===== src/rtl/modexp_pkg.sv =====
`timescale 1ns/1ps
package modexp_pkg;
  // Exponent walk selection
  typedef enum logic [2:0] {
    ARCH_RTL       = 3'd0,
    ARCH_LTR       = 3'd1,
    ARCH_LTR_DUMMY = 3'd2,
    ARCH_LADDER    = 3'd3,
    ARCH_CONST     = 3'd4
  } arch_e;

  // Operand source for one multiplication
  typedef enum logic [1:0] {
    SRC_R0 = 2'd0,
    SRC_R1 = 2'd1,
    SRC_X  = 2'd2
  } src_e;

  // One multiplication slot within a bit step
  typedef struct packed {
    logic run;   // issue a multiply in this slot
    logic wr;    // keep the product
    src_e sa;    // first operand (must be reduced)
    src_e sb;    // second operand
    logic dst;   // 0 = r0, 1 = r1
  } mulop_t;
endpackage


===== src/rtl/modmul_serial.sv =====
`timescale 1ns/1ps
module modmul_serial #(
  parameter int W       = 32,
  parameter bit BAL_SUB = 1'b0
) (
  input  logic         clk,
  input  logic         rst,
  input  logic         start,
  input  logic [W-1:0] a,
  input  logic [W-1:0] b,
  input  logic [W-1:0] m,
  output logic         done,
  output logic [W-1:0] p
);
  localparam int IW = $clog2(W);
  localparam int TW = W + 2;

  typedef enum logic [1:0] {M_IDLE, M_STEP, M_FIX} mst_e;
  mst_e st;

  logic [W-1:0]  a_q, b_q, m_q, acc;
  logic [TW-1:0] t_q, t_nx, mx, m2, fix_v;
  logic [IW-1:0] idx;
  logic          last;

  assign mx    = {2'b00, m_q};
  assign m2    = {1'b0, m_q, 1'b0};
  // Horner step: double the accumulator, add a when the scanned bit is set
  assign t_nx  = {1'b0, acc, 1'b0} + (b_q[idx] ? {2'b00, a_q} : {TW{1'b0}});
  // t_q < 3m, so at most two subtractions bring it below m
  assign fix_v = (t_q >= m2) ? (t_q - m2) : ((t_q >= mx) ? (t_q - mx) : t_q);
  assign last  = (idx == '0);

  always_ff @(posedge clk) begin
    if (rst) begin
      st   <= M_IDLE;
      done <= 1'b0;
      p    <= '0;
      acc  <= '0;
      t_q  <= '0;
      idx  <= '0;
      a_q  <= '0;
      b_q  <= '0;
      m_q  <= '0;
    end else begin
      done <= 1'b0;
      case (st)
        M_IDLE: begin
          if (start) begin
            a_q <= a;
            b_q <= b;
            m_q <= m;
            acc <= '0;
            idx <= IW'(W - 1);
            st  <= M_STEP;
          end
        end
        M_STEP: begin
          if (!BAL_SUB && (t_nx < mx)) begin
            acc <= t_nx[W-1:0];
            if (last) begin
              done <= 1'b1;
              p    <= t_nx[W-1:0];
              st   <= M_IDLE;
            end else begin
              idx <= idx - 1'b1;
            end
          end else begin
            t_q <= t_nx;
            st  <= M_FIX;
          end
        end
        M_FIX: begin
          acc <= fix_v[W-1:0];
          if (last) begin
            done <= 1'b1;
            p    <= fix_v[W-1:0];
            st   <= M_IDLE;
          end else begin
            idx <= idx - 1'b1;
            st  <= M_STEP;
          end
        end
        default: st <= M_IDLE;
      endcase
    end
  end

  // every delivered product is reduced
  a_r10_product_reduced: assert property (@(posedge clk) disable iff (rst)
    done |-> (p < m_q));

  // operand bound the reduction relies on
  a_r10_operand_bound: assert property (@(posedge clk) disable iff (rst)
    (start && st == M_IDLE) |-> ((a < m) || (m == W'(1))));
endmodule


===== src/rtl/latency_timer.sv =====
`timescale 1ns/1ps
module latency_timer #(
  parameter int CW = 16
) (
  input  logic          clk,
  input  logic          rst,
  input  logic          mark,
  input  logic          stop,
  output logic [CW-1:0] lat
);
  logic [CW-1:0] free_cnt, t0;

  always_ff @(posedge clk) begin
    if (rst) begin
      free_cnt <= '0;
      t0       <= '0;
      lat      <= '0;
    end else begin
      free_cnt <= free_cnt + 1'b1;
      if (mark) t0  <= free_cnt;
      if (stop) lat <= free_cnt - t0;
    end
  end

  // a stop never coincides with a mark, so a latched span is never zero
  a_r3_span_nonzero: assert property (@(posedge clk) disable iff (rst)
    (stop && !mark) |=> (lat != '0));
endmodule


===== src/rtl/modexp_core.sv =====
`timescale 1ns/1ps
module modexp_core
  import modexp_pkg::*;
#(
  parameter int    W         = 32,
  parameter arch_e ARCH      = ARCH_CONST,
  parameter bit    BAL_SUB   = 1'b0,
  parameter int    CT_CYCLES = 4500,
  parameter int    CW        = 16
) (
  input  logic          clk,
  input  logic          rst,
  input  logic          start,
  input  logic [W-1:0]  base,
  input  logic [W-1:0]  expo,
  input  logic [W-1:0]  modulus,
  output logic          ready,
  output logic [W-1:0]  result,
  output logic [CW-1:0] latency
);
  localparam int IW     = $clog2(W);
  localparam int CTW    = $clog2(CT_CYCLES + 1);
  localparam bit UP     = (ARCH == ARCH_RTL);
  localparam bit PAD_EN = (ARCH == ARCH_CONST);
  localparam int L_BAL  = (2*W + 2) + (2*W + 3) * 2 * W + 1;

  typedef enum logic [2:0] {C_IDLE, C_RED, C_ISSUE, C_WAIT, C_PAD, C_DONE} cst_e;
  cst_e st;

  logic [W-1:0]   m_q, e_q, b_q, r0, r1, xb;
  logic [IW-1:0]  idx, idx_nx;
  logic           phase, ebit, last_bit, at_end;
  logic [CTW-1:0] ct;
  mulop_t         op;
  cst_e           st_after;

  logic           mul_start, mul_done;
  logic [W-1:0]   mul_a, mul_b, mul_p;

  assign ebit     = e_q[idx];
  assign last_bit = UP ? (idx == IW'(W - 1)) : (idx == '0);
  assign at_end   = phase && last_bit;
  assign idx_nx   = UP ? (idx + 1'b1) : (idx - 1'b1);
  assign st_after = at_end ? (PAD_EN ? C_PAD : C_DONE) : C_ISSUE;

  // Per-variant schedule of the two multiply slots of one exponent bit
  generate
    if (ARCH == ARCH_RTL) begin : g_rtl
      always_comb begin
        op = '0;
        if (!phase) begin
          op.run = ebit; op.wr = 1'b1; op.sa = SRC_R0; op.sb = SRC_R1; op.dst = 1'b0;
        end else begin
          op.run = 1'b1; op.wr = 1'b1; op.sa = SRC_R1; op.sb = SRC_R1; op.dst = 1'b1;
        end
      end
    end else if (ARCH == ARCH_LTR) begin : g_ltr
      always_comb begin
        op = '0;
        if (!phase) begin
          op.run = 1'b1; op.wr = 1'b1; op.sa = SRC_R0; op.sb = SRC_R0; op.dst = 1'b0;
        end else begin
          op.run = ebit; op.wr = 1'b1; op.sa = SRC_R0; op.sb = SRC_X;  op.dst = 1'b0;
        end
      end
    end else if (ARCH == ARCH_LADDER) begin : g_ladder
      always_comb begin
        op = '0;
        op.run = 1'b1;
        op.wr  = 1'b1;
        if (!phase) begin
          op.sa = SRC_R0; op.sb = SRC_R1; op.dst = ebit ? 1'b0 : 1'b1;
        end else begin
          op.sa  = ebit ? SRC_R1 : SRC_R0;
          op.sb  = ebit ? SRC_R1 : SRC_R0;
          op.dst = ebit;
        end
      end
    end else begin : g_always
      // always-multiply and constant-time share the balanced walk
      always_comb begin
        op = '0;
        op.run = 1'b1;
        if (!phase) begin
          op.wr = 1'b1; op.sa = SRC_R0; op.sb = SRC_R0; op.dst = 1'b0;
        end else begin
          op.wr = ebit; op.sa = SRC_R0; op.sb = SRC_X;  op.dst = 1'b0;
        end
      end
    end
  endgenerate

  function automatic logic [W-1:0] pick(input src_e s, input logic [W-1:0] v0,
                                        input logic [W-1:0] v1, input logic [W-1:0] vx);
    case (s)
      SRC_R0:  pick = v0;
      SRC_R1:  pick = v1;
      default: pick = vx;
    endcase
  endfunction

  assign mul_a = (st == C_RED) ? W'(1) : pick(op.sa, r0, r1, xb);
  assign mul_b = (st == C_RED) ? b_q   : pick(op.sb, r0, r1, xb);

  modmul_serial #(.W(W), .BAL_SUB(BAL_SUB)) u_mul (
    .clk   (clk),
    .rst   (rst),
    .start (mul_start),
    .a     (mul_a),
    .b     (mul_b),
    .m     (m_q),
    .done  (mul_done),
    .p     (mul_p)
  );

  latency_timer #(.CW(CW)) u_timer (
    .clk  (clk),
    .rst  (rst),
    .mark (start && (st == C_IDLE)),
    .stop (st == C_DONE),
    .lat  (latency)
  );

  always_ff @(posedge clk) begin
    if (rst) begin
      st        <= C_IDLE;
      m_q       <= '0;
      e_q       <= '0;
      b_q       <= '0;
      r0        <= '0;
      r1        <= '0;
      xb        <= '0;
      idx       <= '0;
      phase     <= 1'b0;
      ct        <= '0;
      mul_start <= 1'b0;
      ready     <= 1'b0;
      result    <= '0;
    end else begin
      mul_start <= 1'b0;
      ready     <= 1'b0;
      ct        <= ct + 1'b1;
      case (st)
        C_IDLE: begin
          if (start) begin
            m_q   <= modulus;
            e_q   <= expo;
            b_q   <= base;
            ct    <= '0;
            phase <= 1'b0;
            idx   <= UP ? '0 : IW'(W - 1);
            if (modulus == '0) begin
              r0 <= '0;
              st <= C_DONE;
            end else begin
              mul_start <= 1'b1;
              st        <= C_RED;
            end
          end
        end
        C_RED: begin
          if (mul_done) begin
            xb <= mul_p;
            r1 <= mul_p;
            r0 <= (m_q == W'(1)) ? '0 : W'(1);
            st <= C_ISSUE;
          end
        end
        C_ISSUE: begin
          if (op.run) begin
            mul_start <= 1'b1;
            st        <= C_WAIT;
          end else begin
            if (!phase) phase <= 1'b1;
            else begin phase <= 1'b0; idx <= idx_nx; end
            st <= st_after;
          end
        end
        C_WAIT: begin
          if (mul_done) begin
            if (op.wr) begin
              if (op.dst) r1 <= mul_p;
              else        r0 <= mul_p;
            end
            if (!phase) phase <= 1'b1;
            else begin phase <= 1'b0; idx <= idx_nx; end
            st <= st_after;
          end
        end
        C_PAD: begin
          if (ct >= CTW'(CT_CYCLES - 2)) st <= C_DONE;
        end
        C_DONE: begin
          ready  <= 1'b1;
          result <= r0;
          st     <= C_IDLE;
        end
        default: st <= C_IDLE;
      endcase
    end
  end

  // ready lasts one cycle
  a_r3_ready_pulse: assert property (@(posedge clk) disable iff (rst)
    ready |=> !ready);

  // operands stay latched while busy
  a_r4_hold_operands: assert property (@(posedge clk) disable iff (rst)
    (st != C_IDLE) |=> ($stable(m_q) && $stable(e_q) && $stable(b_q)));

  // zero modulus returns zero after a single cycle
  a_r2_zero_modulus: assert property (@(posedge clk) disable iff (rst)
    (ready && m_q == '0) |-> (result == '0 && latency == CW'(1)));

  generate
    if (PAD_EN) begin : g_ct_chk
      // fixed latency for every nonzero modulus
      a_r6_const_latency: assert property (@(posedge clk) disable iff (rst)
        (ready && m_q != '0) |-> (latency == CW'(CT_CYCLES)));
    end
    if (BAL_SUB && (ARCH == ARCH_LTR_DUMMY || ARCH == ARCH_LADDER)) begin : g_bal_chk
      // balanced walks have one latency for all operands
      a_r7_balanced_latency: assert property (@(posedge clk) disable iff (rst)
        (ready && m_q != '0) |-> (latency == CW'(L_BAL)));
    end
  endgenerate
endmodule


===== config.mk =====
export PLATFORM = sky130hd
export DESIGN_NAME = modexp_core
export DESIGN_NICKNAME = d
export VERILOG_FILES = /design/src/rtl/modexp_pkg.sv /design/src/rtl/modmul_serial.sv /design/src/rtl/latency_timer.sv /design/src/rtl/modexp_core.sv
export SDC_FILE = /design/constraint.sdc
export NUM_CORES = 1
export LEC_CHECK = 0
export BUFFER_PORTS_ARGS = -buffer_cell sky130_fd_sc_hd__buf_4
export CORE_UTILIZATION = 51
export CTS_CLUSTER_SIZE = 25
export DETAILED_ROUTE_END_ITERATION = 10
export GPL_TIMING_DRIVEN = 0
export PLACE_DENSITY = 0.69
export SLEW_MARGIN = 20
export SYNTH_ARGS = -nofsm -noshare
export SYNTH_HDL_FRONTEND = slang
export SYNTH_HIERARCHICAL = 1
export SYNTH_SLANG_ARGS = --single-unit

===== constraint.sdc =====
create_clock -name clk -period 16.25 [get_ports clk]
set_input_delay 3.25 -clock clk [delete_from_list [all_inputs] [get_ports clk]]
set_output_delay 3.25 -clock clk [all_outputs]
set_load 0.01 [all_outputs]

# Word level (Yosys, flattened, before mapping)
# Cells that the tools add are included.
# totals
regBits,498
out_inout_bits,49
wordCells,155
# op_classes
addsub,8
n_lt_le_gt_ge,6
n_eq_ne,24
muxes,65
bitwise_logic,1
n_reduce_logical,26
# ops
cell,count
32-bit two-way mux,20
32-bit one-hot mux with 2 select lines,4
32-bit one-hot mux with 3 select lines,2
32-bit subtractor,2
33-bit by 34-bit adder with 34-bit output,1
34-bit by 32-bit >= comparator with 1-bit output,1
34-bit by 33-bit >= comparator with 1-bit output,1
34-bit by 32-bit less-than comparator with 1-bit output,1
"32-bit by 1-bit equality test with 1-bit output, second input constant",1
32-bit zero test,1
5-bit two-way mux,6
13-bit two-way mux,2
3-bit two-way mux,6
"16-bit by 1-bit adder with 16-bit output, second input constant",1
16-bit subtractor,1
3-bit one-hot mux with 5 select lines,1
5-bit one-hot mux with 3 select lines,1
"2-bit inequality test, second input constant",7
"13-bit by 1-bit adder with 13-bit output, second input constant",1
"13-bit >= comparator, second input constant",1
"5-bit by 6-bit less-than comparator with 1-bit output, second input constant",2
1-bit two-way mux,12
"2-bit by 1-bit inequality test with 1-bit output, second input constant",6
4-bit AND reduction,3
24 further kinds,46

# Depth between registers and ports, before layout
# Gate-level depths: netlist of the first run.
# depth
ltp_word,7
mapped_depth,33
mapped_depth_nobuf,28

# Hierarchy
# Netlist of the first run, hierarchy kept.
# modules_own_cells
module,instances,cells_per_inst,area_each_um2,seq_area_each_um2
modmul_serial,1,1929,14802.9,4043.9
modexp_core,1,1164,9131.3,4324.1
latency_timer,1,278,2491.1,960.9

# Least setup slack after synthesis of the first run
# OpenSTA, ideal clock, no wires.
# synth_timing
path_kind,reg-to-reg
from,register u_mul.idx[2]
to,register u_mul.t_q[10]
arrival_ns,5.999
required_time_ns,16.122
setup_slack_ns,10.123
path_stages_with_launch,32
period_less_slack_ns,6.127
path_cell_list,dfxtp_1 -> buf_2 -> buf_1 -> mux2i_1 -> nand3_1 -> nand4_1 -> o21ai_0 -> mux2_4 -> clkbuf_1 -> nand2_1 -> inv_1 -> ha_1 -> a211oi_1 -> o21ai_0 -> a21o_1 -> a21oi_1 -> o21ai_0 -> a21o_1 -> a21oi_1 -> xnor2_1 -> ha_1 -> nand4_1 -> nor2_1 -> o311a_1 -> o31a_1 -> a311o_1 -> or2_1 -> o21ai_4 -> buf_6 -> buf_8 -> mux2i_1 -> nor2_1
# synth_via
elab_chain_cells,7
# synth_rtl
element,line_no,source
from (decl),modmul_serial.sv:23,logic [IW-1:0] idx;
from (signal assigned),modmul_serial.sv:54,idx <= IW'(W - 1);
from (signal assigned),modmul_serial.sv:66,idx <= idx - 1'b1;
from (signal assigned),modmul_serial.sv:80,idx <= idx - 1'b1;
1-bit binary-select mux with 5-bit select,modmul_serial.sv:29,"assign t_nx = {1'b0, acc, 1'b0} + (b_q[idx] ? {2'b00, a_q} : {TW{1'b0}});"
1-bit two-way mux (implied by the code),modmul_serial.sv:29,
32-bit two-way mux,modmul_serial.sv:29,
33-bit by 34-bit adder with 34-bit output,modmul_serial.sv:29,
named net u_mul.t_nx[12],modmul_serial.sv:22,"logic [TW-1:0] t_q, t_nx, mx, m2, fix_v;"
34-bit by 32-bit less-than comparator with 1-bit output,modmul_serial.sv:59,if (!BAL_SUB && (t_nx < mx)) begin
1-bit NOT (no line),n/a,
2-bit AND reduction (no line),n/a,
to (signal assigned),modmul_serial.sv:69,t_q <= t_nx;
to (decl),modmul_serial.sv:22,
# The timed path passes the listed nets, and every way through them passes these cells. The select of a mux whose other input is x is not followed.
# A chain may end at the register's enable or synchronous reset.

# Worst setup path after layout of the first run
# layout_timing
from,register u_mul.idx[2]
to,register u_mul.acc[29]
# layout_via
elab_chain_cells,7
# layout_rtl
element,line_no,source
1-bit binary-select mux with 5-bit select,modmul_serial.sv:29,
1-bit two-way mux (implied by the code),modmul_serial.sv:29,
32-bit two-way mux,modmul_serial.sv:29,
33-bit by 34-bit adder with 34-bit output,modmul_serial.sv:29,
named net u_mul.t_nx[31],modmul_serial.sv:22,
34-bit by 32-bit less-than comparator with 1-bit output,modmul_serial.sv:59,
2-bit by 1-bit inequality test with 1-bit output (no line),n/a,
3-bit AND reduction (no line),n/a,
to (signal assigned),modmul_serial.sv:60,acc <= t_nx[W-1:0];
to (signal assigned),modmul_serial.sv:74,acc <= fix_v[W-1:0];
to (decl),modmul_serial.sv:21,"logic [W-1:0] a_q, b_q, m_q, acc;"
# The timed path passes the listed nets, and every way through them passes these cells. The select of a mux whose other input is x is not followed.

==> results.md, run 1 <==
- Outcome: complete, but fails checks
- Failing checks: design-rule violations
- # placed instances: about 4200
- CTS Buf Count: 46
- TNS Setup: 0 ns
- Syn_area_per_cell: around 7.8 um2
- Main flop type after synthesis: dfxtp_1
- Fraction of layout cells with a size suffix above 1: 0.0820
- Die extent in x: about 230 um
- Int Pwr: roughly 2.1 mW
- Fill count: between 4000 and 5000
- Antenna violations before repair: 0
- CP max FO: 10
- Post-synth top area share: 0.353
- Worst setup EP type: flop
- Top-count cell post-synth: nand2_1
- Post-synth EDFFs: 0
- Fin cells: ~4300
- Synth top cells by count: nand2_1, dfxtp_1, a21oi_1
- Initial Utilization: 0.515
- Mapped Cells: ~3400
- Post-CTS setup buffers: 0
- Post-CTS Resized: 0
- Worst Hold Class: flop to flop
- Seq. cell area: 9330 um2
- Slowest stage delay, CP: 0.57 ns
- Syn nets: between 3000 and 4000
- Ys Warns: 6
- RSZ-0062 raised after global routing: false
- H-tree depth: 2
- # rows: slightly above 80
- Vias per cell: approximately 6
- Drt total wl: just under 90000 um
- Antenna-violating nets left: 0
- Final Hold Viols: 0
- GRT Util Overall: 0.329
- Post-synthesis register bit count: between 400 and 500
- Worst-case clock buffer depth: 3
- Synth Cell Area: ~26000 um2
- ANT cells: 0
- # DRC: 2
- Fmax: 116 MHz
- Die ar.: ~53000 um2
- Fin crit period: ~8.6 ns
- Fin crit share: 0.532
- Slew @ Worst Pin: about 1.1 ns
- Max Slew Vio Count: 0
- CTS tree: done
- DR pass1 iterations: 8
- Worst ir drop on vdd: approximately 75 uV
- Crit-path slowest cell: buf_1
- Vias in the first global route: ~24000
- Leak pwr: 11.7 nW
- Root Driver: clkbuf_16
- Sequential power share: 0.382
- Power per cell area: 109 nW/um2
- Initial DRC Count: 2371
- RD Place Congestion: 1.02
- # setup viols final: 0
- Max_cap viols: 0
- Clk Latency, worst-skew pair: about 0.57 ns
- Port bufs: 147
- WL/cell: about 21 um
- Critical path arrival: ~9.1 ns
- Yosys cell types: 90
- Worst slew margin: 0.252
- Fraction of registers with async set/reset: 0
- IO Count: 148
- Nets: about 3800
- Post-synth top area cell: dfxtp_1
- Clock-pin slew on the worst setup and hold paths: about 0.060 ns
- Sequential fraction of the synthesis area: 0.353
- Sink Count: about 470
- Global route overflow: 0
- Net switching power: ~1.2 mW
- Top cells by area, synth: dfxtp_1, nand2_1, a21oi_1, ha_1, mux2i_1
- Sw Share: 0.354
- Crit Path Category: flop to flop
- Total core area: 51300 um2
- Area grow syn2layout: 12.9%
- CTS Hold Buffers Added: 0
- Critical path startpoint category: flop
- First-pass GRT wire length: 136000 um
- Skew final: about 0.015 ns
- Vias: 25270
- CP Data Required Time: between 15 and 20 ns
- Detail Placement HPWL: 71100 um
- Largest net degree at the start of global routing: 15
- Area of the multi-input gates: around 16000 um2
- Combinational Power Share: 0.296
- Clock power frac: 0.322
- Die Y: between 200 and 250 um
-- registers in the layout, summed over array words and instances, names as in the netlist, 2 cells and up --
register          flops
b_q                  32
ct                   13
e_q                  32
idx                   5
m_q                  32
r0                   32
result               32
st                    3
u_mul/a_q            32
u_mul/acc            32
u_mul/b_q            32
u_mul/idx             5
u_mul/m_q            32
u_mul/p              32
u_mul/st              2
u_mul/t_q            34
u_timer/free_cnt     16
u_timer/lat          16
u_timer/t0           16
xb                   32
-- cell families (layout without fill, tap and decap cells) --
logic type	Yosys count	count (layout)	share of synthesized area
compound gates	901	901	0.212
xor+xnor	105	105	0.0348
fa+ha+maj	155	155	0.0745
buf+inv	293	518	0.0458
flops	466	466	0.353
mux	160	160	0.0657
simple gates	1291	1291	0.214
-- routing by layer --
| layer | GRT usage | up-vias | routed length [um] |
|---|---|---|---|
| met4 | 0.126 | 0 | 3470 |
| met1 | 0.426 | 12069 | 38800 |
| met3 | 0.0306 | 170 | 4710 |
| li1 | - | 12203 | - |
| met2 | 0.564 | 828 | 42200 |
| met5 | 0 | - | 0 |
-- worst max-delay path: cells and delay by family, from the launching register on --
| family | cells | cell delay [ns] |
|---|---|---|
| fa+ha+maj | 3 | 0.64 |
| simple gates | 9 | 1.68 |
| buf+inv | 5 | 1.65 |
| compound gates | 12 | 3.21 |
| mux | 2 | 0.69 |
| flops | 1 | 0.31 |
| xor+xnor | 1 | 0.37 |
-- layout make-up --
cell class | count | share of cell area
multi-input combinational | 2612 | 0.533
sequential | 466 | 0.313
clock buffer | 61 | 0.0432
timing repair buffer | 147 | 0.0370
buffer | 197 | 0.0285
tap | 680 | 0.0285
inverter | 96 | 0.0121
clock inverter | 17 | 0.00524
-- cell usage in the layout, fill, tap and decap left out, types with 13 or more instances in the layout --
master and instances:
nand2_1 740, dfxtp_1 466, a21oi_1 437, nor2_1 210, clkbuf_1 154, ha_1 151, buf_4 151, mux2i_1 145
o21ai_0 140, inv_1 94, nand3_1 62, xnor2_1 61, nor2b_1 56, clkbuf_16 47, xor2_1 44, and2_1 38
nand4_1 33, nor3_1 33, a21o_1 33, o2bb2ai_1 31, a211oi_1 30, buf_1 26, o21a_1 26, nor4_1 25
o211ai_1 21, and3_1 19, nand2b_1 18, a31oi_1 17, a211oi_2 15, or3_1 13
-- power by group through the flow --
stage / Clock (mW) / Combinational, mW / Sequential (mW)
4_1_cts: 1.06 / 0.942 / 1.24
5_1_grt: 1.10 / 1.03 / 1.24
6_report: 1.05 / 0.961 / 1.24
3_5_place_dp: 0 / 0.934 / 1.26
2_1_floorplan: 0 / 0.634 / 1.24
3_3_place_gp: 0 / 0.924 / 1.26
-- path summary, 6_finish.rpt --
kind	start	to	slack [ns]	cells after the start
worst max-delay path	u_mul/idx[2]	u_mul/acc[29]	7.60	32
worst min-delay path	u_mul/a_q[30]	u_mul/a_q[30]	0.45	2
worst max register to register	u_mul/idx[2]	u_mul/acc[29]	7.60	32
worst min register to register	u_mul/a_q[30]	u_mul/a_q[30]	0.45	2
-- stage by stage --
stage | utilization | setup WS (ns) | total power, mW | area (um2) | hold WS (ns)
after floorplan | - | 10.12 | 1.88 | 26400 | 0.432
after global placement | 0.553 | 7.95 | 2.19 | 28400 | 0.440
after detailed placement | 0.553 | 7.94 | 2.20 | 28400 | 0.443
after CTS | 0.581 | 7.90 | 3.24 | 29800 | 0.451
after global routing | 0.581 | 7.27 | 3.37 | 29800 | 0.468
final | 0.581 | 7.60 | 3.25 | 29800 | 0.452
Power figures use the tool's default switching activity.
==> run 2, diff against run 1 <==
Clock period 16.25 ns to 9 ns, I/O delays scaled along.
==> run 2 against run 1 <==
Effect of this change:
- wire length barely moved
- largest cell class unchanged
- the flow still finishes with violations (design-rule violations)
- global-route usage barely moved
- maximum frequency rose by 0.20%
- cell count did not move
- die area did not move
- flip-flop and latch count did not move
- critical path depth did not move
==> results.md, run 2 (same netlist as run 1, synthesis figures left out) <==
- Outcome: complete, but fails checks
- Failing checks: design-rule violations
- Worst-case clock buffer depth: 3 (unchanged)
- CP Data Required Time: 9.49 ns (-7.25 ns)
- Worst Hold Class: flop to flop
- GRT Util Overall: 0.329 (about the same)
- Root Driver: clkbuf_16
- RD Place Congestion: 1.02 (unchanged)
- Nets: 3820 (unchanged)
- Sequential power share: 0.382 (about the same)
- Worst slew margin: 0.263 (+0.0101)
- Antenna-violating nets left: 0 (unchanged)
- Fin area: 29800 um2 (unchanged)
- Fin crit share: 0.959 (+0.427)
- Initial Utilization: 0.515 (unchanged)
- # rows: 83 (unchanged)
- Fin cells: 4276 (unchanged)
- CP max FO: 10 (unchanged)
- Fin crit period: 8.63 ns (-0.0174 ns)
- Max_cap viols: 0 (unchanged)
- # DRC: 2 (unchanged)
- ANT cells: 0 (unchanged)
- Post-CTS Resized: 0 (unchanged)
- Net switching power: 2.08 mW (+81%)
- Slowest stage delay, CP: 0.58 ns (about the same)
- Leak pwr: 11.7 nW (unchanged)
- Die extent in x: 230 um (unchanged)
- Fraction of layout cells with a size suffix above 1: 0.0820 (unchanged)
- Largest register by flop count: u_mul/t_q
- CTS Buf Count: 46 (unchanged)
- Vias per cell: 5.90 (-0.14%)
- Initial DRC Count: 2362 (-0.38%)
- Power per cell area: 197 nW/um2 (+81%)
- CTS Hold Buffers Added: 0 (unchanged)
- Port bufs: 147 (unchanged)
- Sink Count: 466 (unchanged)
- Skew final: 0.0130 ns (-0.00191 ns)
- Placed Area: 28400 um2 (unchanged)
- Most frequent cells in the layout: nand2_1, dfxtp_1, a21oi_1
- First-pass GRT wire length: 136000 um (about the same)
- Critical path arrival: 9.12 ns (about the same)
- Global route overflow: 0 (unchanged)
- Hold_ws: 0.452 ns (+0.00000500 ns)
- Worst setup EP type: flop
- Crit-path slowest cell: buf_1
- # setup viols final: 0 (unchanged)
- Crit Path Category: flop to flop
- Number of buffers and inverters on the critical path: 5 (unchanged)
- Total core area: 51300 um2 (unchanged)
- TNS Setup: 0 ns (unchanged)
- Combinational Power Share: 0.296 (about the same)
- Critical path startpoint category: flop
- Die Y: 230 um (unchanged)
- Vias in the first global route: 24174 (+0.0041%)
- Fmax: 116 MHz (+0.20%)
- Drt total wl: 89200 um (about the same)
- Max FFs per register: 34 (unchanged)
- Die ar.: 52700 um2 (unchanged)
- H-tree depth: 2 (unchanged)
- # placed instances: 4198 (unchanged)
- Max Slew Vio Count: 0 (unchanged)
- Detail Placement HPWL: 71100 um (unchanged)
- Worst ir drop on vdd: 135 uV (+80%)
- Leading cell type in the layout, fill and taps excluded: nand2_1
- Seq. cell area: 9330 um2 (unchanged)
- Fill count: 4739 (unchanged)
- CTS tree: done
- Largest net degree at the start of global routing: 15 (unchanged)
- Sw Share: 0.355 (+0.000642)
- RSZ-0062 raised after global routing: false
- Int Pwr: 3.79 mW (+81%)
- Area of the multi-input gates: 15900 um2 (unchanged)
- Slew @ Worst Pin: 1.09 ns (-0.0150 ns)
- WL/cell: 20.9 um (about the same)
- Top delay family on crit path: compound AO/OA/AOI/OAI gates
- Clock-pin slew on the worst setup and hold paths: 0.06 ns (about the same)
- Vias: 25235 (-0.14%)
- Area grow syn2layout: 12.9% (unchanged)
- DR pass1 iterations: 9 (+1)
- Clk Latency, worst-skew pair: 0.57 ns (about the same)
- Post-CTS setup buffers: 0 (unchanged)
- Power Total: 5.87 mW (+81%)
- Final Hold Viols: 0 (unchanged)
- Clock power frac: 0.322 (about the same)
- IO Count: 148 (unchanged)
- Antenna violations before repair: 0 (unchanged)
## run 2: tightest hold or removal path: cells and delay by family, from the launching register on
family	cells	cell delay [ns]
flip-flops	1	0.30
AND/OR/NAND/NOR	1	0.05
AO/OA/AOI/OAI	1	0.05
## run 2: stage by stage
| step | util | worst slack (ns) |
|---|---|---|
| finish | 0.581 | 0.370 |
| CTS | 0.581 | 0.648 |
| global route | 0.581 | 0.0927 |
| detailed placement | 0.553 | 0.694 |
| floorplan | - | 2.87 |
| global placement | 0.553 | 0.704 |
## run 2: final timing paths
check	startpoint	to	slack [ns]	cells past startpoint
min	u_mul/a_q[30]	u_mul/a_q[30]	0.45	2
max	u_mul/idx[2]	u_mul/acc[29]	0.37	32
max reg2reg	u_mul/idx[2]	u_mul/acc[29]	0.37	32
min reg2reg	u_mul/a_q[30]	u_mul/a_q[30]	0.45	2
## run 2: per-layer routing
metal / global-route usage / vias to the layer above / wire length (um) / part of all wire
met2: 0.563 / 872 / 42200 / 0.47
met5: 0 / - / 0 / 0
met3: 0.0310 / 167 / 4840 / 0.054
met1: 0.426 / 11994 / 38700 / 0.43
li1: - / 12202 / - / -
met4: 0.126 / 0 / 3460 / 0.039
## run 2: final cells by class
cell class / instances / share of cell area
multi-input combinational: 2612 / 0.533
timing repair buffer: 147 / 0.0370
buffer: 197 / 0.0285
clock buffer: 61 / 0.0432
inverter: 96 / 0.0121
tap: 680 / 0.0285
sequential: 466 / 0.313
clock inverter: 17 / 0.00524
## run 2: power groups by stage
stage / registers [mW] / clock network, mW / logic, mW
final: 2.24 / 1.89 / 1.74
after global placement: 2.28 / 0 / 1.67
after detailed placement: 2.28 / 0 / 1.69
after CTS: 2.24 / 1.91 / 1.70
after floorplan: 2.24 / 0 / 1.14
after global routing: 2.25 / 1.99 / 1.85
==> run 3, diff against run 2 <==
Settings changed: BUFFER_PORTS_ARGS -buffer_cell sky130_fd_sc_hd__buf_4 to -buffer_cell sky130_fd_sc_hd__clkbuf_2.
==> run 3 against run 2 <==
Effect of this change:
- the run now ends clean
- critical path type unchanged
- clock power up 12%
- register-to-register slack better by 0.42 ns
- critical path depth down 1
- critical endpoint is now u_mul/acc[13]
- maximum frequency up 5.1%
- setup slack better by 0.42 ns
- sequential share of layout area up 0.14 points
- cell count up 0.12%
- highest routed layer unchanged
- utilization down 0.25 points
==> results.md, run 3 (same netlist as run 1, synthesis figures left out) <==
- Area grow syn2layout: 12.4%
- Sink Count: 466 (unchanged)
- Vias in the first global route: 23057 (-4.6%)
- Skew final: 0.0246 ns (+0.0116 ns)
- Critical path arrival: 8.70 ns (-0.42 ns)
- DR pass1 iterations: 6 (-3)
- Die Y: 230 um (unchanged)
- Dpl ws: 0.983 ns (+0.289 ns)
- Die extent in x: 230 um (unchanged)
- Drt total wl: 84500 um (-5.2%)
- Fin crit period: 8.21 ns (-0.416 ns)
- # rows: 83 (unchanged)
- Initial DRC Count: 2321 (-1.7%)
- Leak pwr: 11.7 nW (about the same)
- CTS Hold Buffers Added: 0 (unchanged)
- Largest net degree at the start of global routing: 15 (unchanged)
- Hold_ws: 0.449 ns (-0.00261 ns)
- Max FFs per register: 34 (unchanged)
- RSZ-0062 raised after global routing: false
- CP max FO: 10 (unchanged)
- Area of the multi-input gates: 15900 um2 (unchanged)
- Detail Placement HPWL: 66200 um (-7.0%)
- Leading cell type in the layout, fill and taps excluded: nand2_1
- Vias per cell: 5.83 (-1.2%)
- Critical path startpoint category: flop
- Global route overflow: 0 (unchanged)
- Post-CTS setup buffers: 0 (unchanged)
- Worst-case clock buffer depth: 3 (unchanged)
- Max_cap viols: 0 (unchanged)
- Number of buffers and inverters on the critical path: 5 (unchanged)
- Fill count: 4931 (+4.1%)
- Worst setup EP type: flop
- Clk Latency, worst-skew pair: 0.58 ns (about the same)
- Worst setup margin: 0.785 ns (+0.416 ns)
- Port bufs: 147 (unchanged)
- H-tree depth: 2 (unchanged)
- Crit-path slowest cell: buf_1
- Outcome: finished clean
- Antenna violations before repair: 0 (unchanged)
- Worst ir drop on vdd: 154 uV (+14%)
- CP Data Required Time: 9.49 ns (about the same)
- Vias: 24956 (-1.1%)
- Initial Utilization: 0.515 (unchanged)
- GRT Util Overall: 0.312 (-0.0169)
- Crit Path Category: flop to flop
- WL/cell: 19.7 um (-5.4%)
- Slowest stage delay, CP: 0.61 ns (+0.03 ns)
- First-pass GRT wire length: 130000 um (-4.5%)
- Post-CTS Resized: 0 (unchanged)
- Slew @ Worst Pin: 1.06 ns (-0.0309 ns)
- Clock-pin slew on the worst setup and hold paths: 0.06 ns (about the same)
- Top delay family on crit path: compound AO/OA/AOI/OAI gates
- # setup viols final: 0 (unchanged)
- Total core area: 51300 um2 (unchanged)
- Nets: 3821 (+0.026%)
- Die ar.: 52700 um2 (unchanged)
- CTS tree: done
- Fmax: 122 MHz (+5.1%)
- Largest register by flop count: u_mul/t_q
- CTS Buf Count: 47 (+2.2%)
- Root Driver: clkbuf_16
- Max Slew Vio Count: 0 (unchanged)
- Most frequent cells in the layout: nand2_1, dfxtp_1, a21oi_1
- Antenna-violating nets left: 0 (unchanged)
- Fraction of layout cells with a size suffix above 1: 0.0841 (+0.00211)
- Fin crit share: 0.913 (-0.0462)
- Seq. cell area: 9330 um2 (unchanged)
- ANT cells: 0 (unchanged)
- Power per cell area: 203 nW/um2 (+3.2%)
- IO Count: 148 (unchanged)
- RD Place Congestion: 1.00 (-1.7%)
- Worst slew margin: 0.292 (+0.0298)
- # DRC: 0 (-2)
- TNS Setup: 0 ns (unchanged)
- Final Hold Viols: 0 (unchanged)
- Critical Path Most Common Cell: o21ai_0
- Worst Hold Class: flop to flop
-- run 3: cell count changes in the layout (fill, tap and decap cells not counted) --
cell,before,now
clkbuf_8,6,16
o311ai_0,6,5
clkbuf_2,0,147
clkbuf_16,47,49
clkbuf_1,154,151
o311ai_1,0,1
bufinv_16,2,5
clkinv_4,0,2
clkinv_2,12,3
buf_4,151,4
-- run 3: worst reg2reg max path, delay by kind of cell (launching register included) --
family | cells | cell delay, ns
and+or+nand+nor | 8 | 1.30
xor gates and xnor gates | 1 | 0.60
buffers and inverters | 5 | 1.68
adders and majority gates | 3 | 0.68
AOI/OAI and AO/OA | 12 | 2.91
muxes | 2 | 0.66
DFF | 1 | 0.31
-- run 3: worst paths after layout --
kind / startpoint / end / slack (ns) / depth (start not counted)
worst max-delay path: u_mul/idx[2] / u_mul/acc[13] / 0.79 / 31
worst max register to register: u_mul/idx[2] / u_mul/acc[13] / 0.79 / 31
worst min-delay path: u_mul/a_q[29] / u_mul/a_q[29] / 0.45 / 2
worst min register to register: u_mul/a_q[29] / u_mul/a_q[29] / 0.45 / 2
-- run 3: report_power, final --
part | switching, mW | internal, mW
combinational | 1.12 | 0.561
clock | 0.839 | 1.27
sequential | 0.0888 | 2.15
-- run 3: through the flow --
step | power, mW | cells | utilization | area, um2
after floorplan | 3.39 | 3371 | - | 26400
after global placement | 3.90 | 4198 | 0.546 | 28000
after detailed placement | 3.91 | 4198 | 0.546 | 28000
after CTS | 6.02 | 4281 | 0.579 | 29700
after global routing | 6.25 | 4281 | 0.579 | 29700
final | 6.03 | 4281 | 0.579 | 29700
-- run 3: final cells by class --
cell class | count | area share
Buffer | 197 | 0.0287
Clock buffer | 70 | 0.0493
Clock inverter | 13 | 0.00737
Inverter | 96 | 0.0121
Multi-Input combinational cell | 2612 | 0.535
Sequential cell | 466 | 0.314
Tap cell | 680 | 0.0287
Timing Repair Buffer | 147 | 0.0248
-- run 3: metal layers --
| layer | vias to the layer above | GRT usage | wire length, um |
|---|---|---|---|
| met5 | - | 0 | 0 |
| met4 | 0 | 0.118 | 3120 |
| met3 | 164 | 0.0350 | 5120 |
| met2 | 884 | 0.509 | 38300 |
| met1 | 11710 | 0.422 | 38000 |
| li1 | 12198 | - | - |
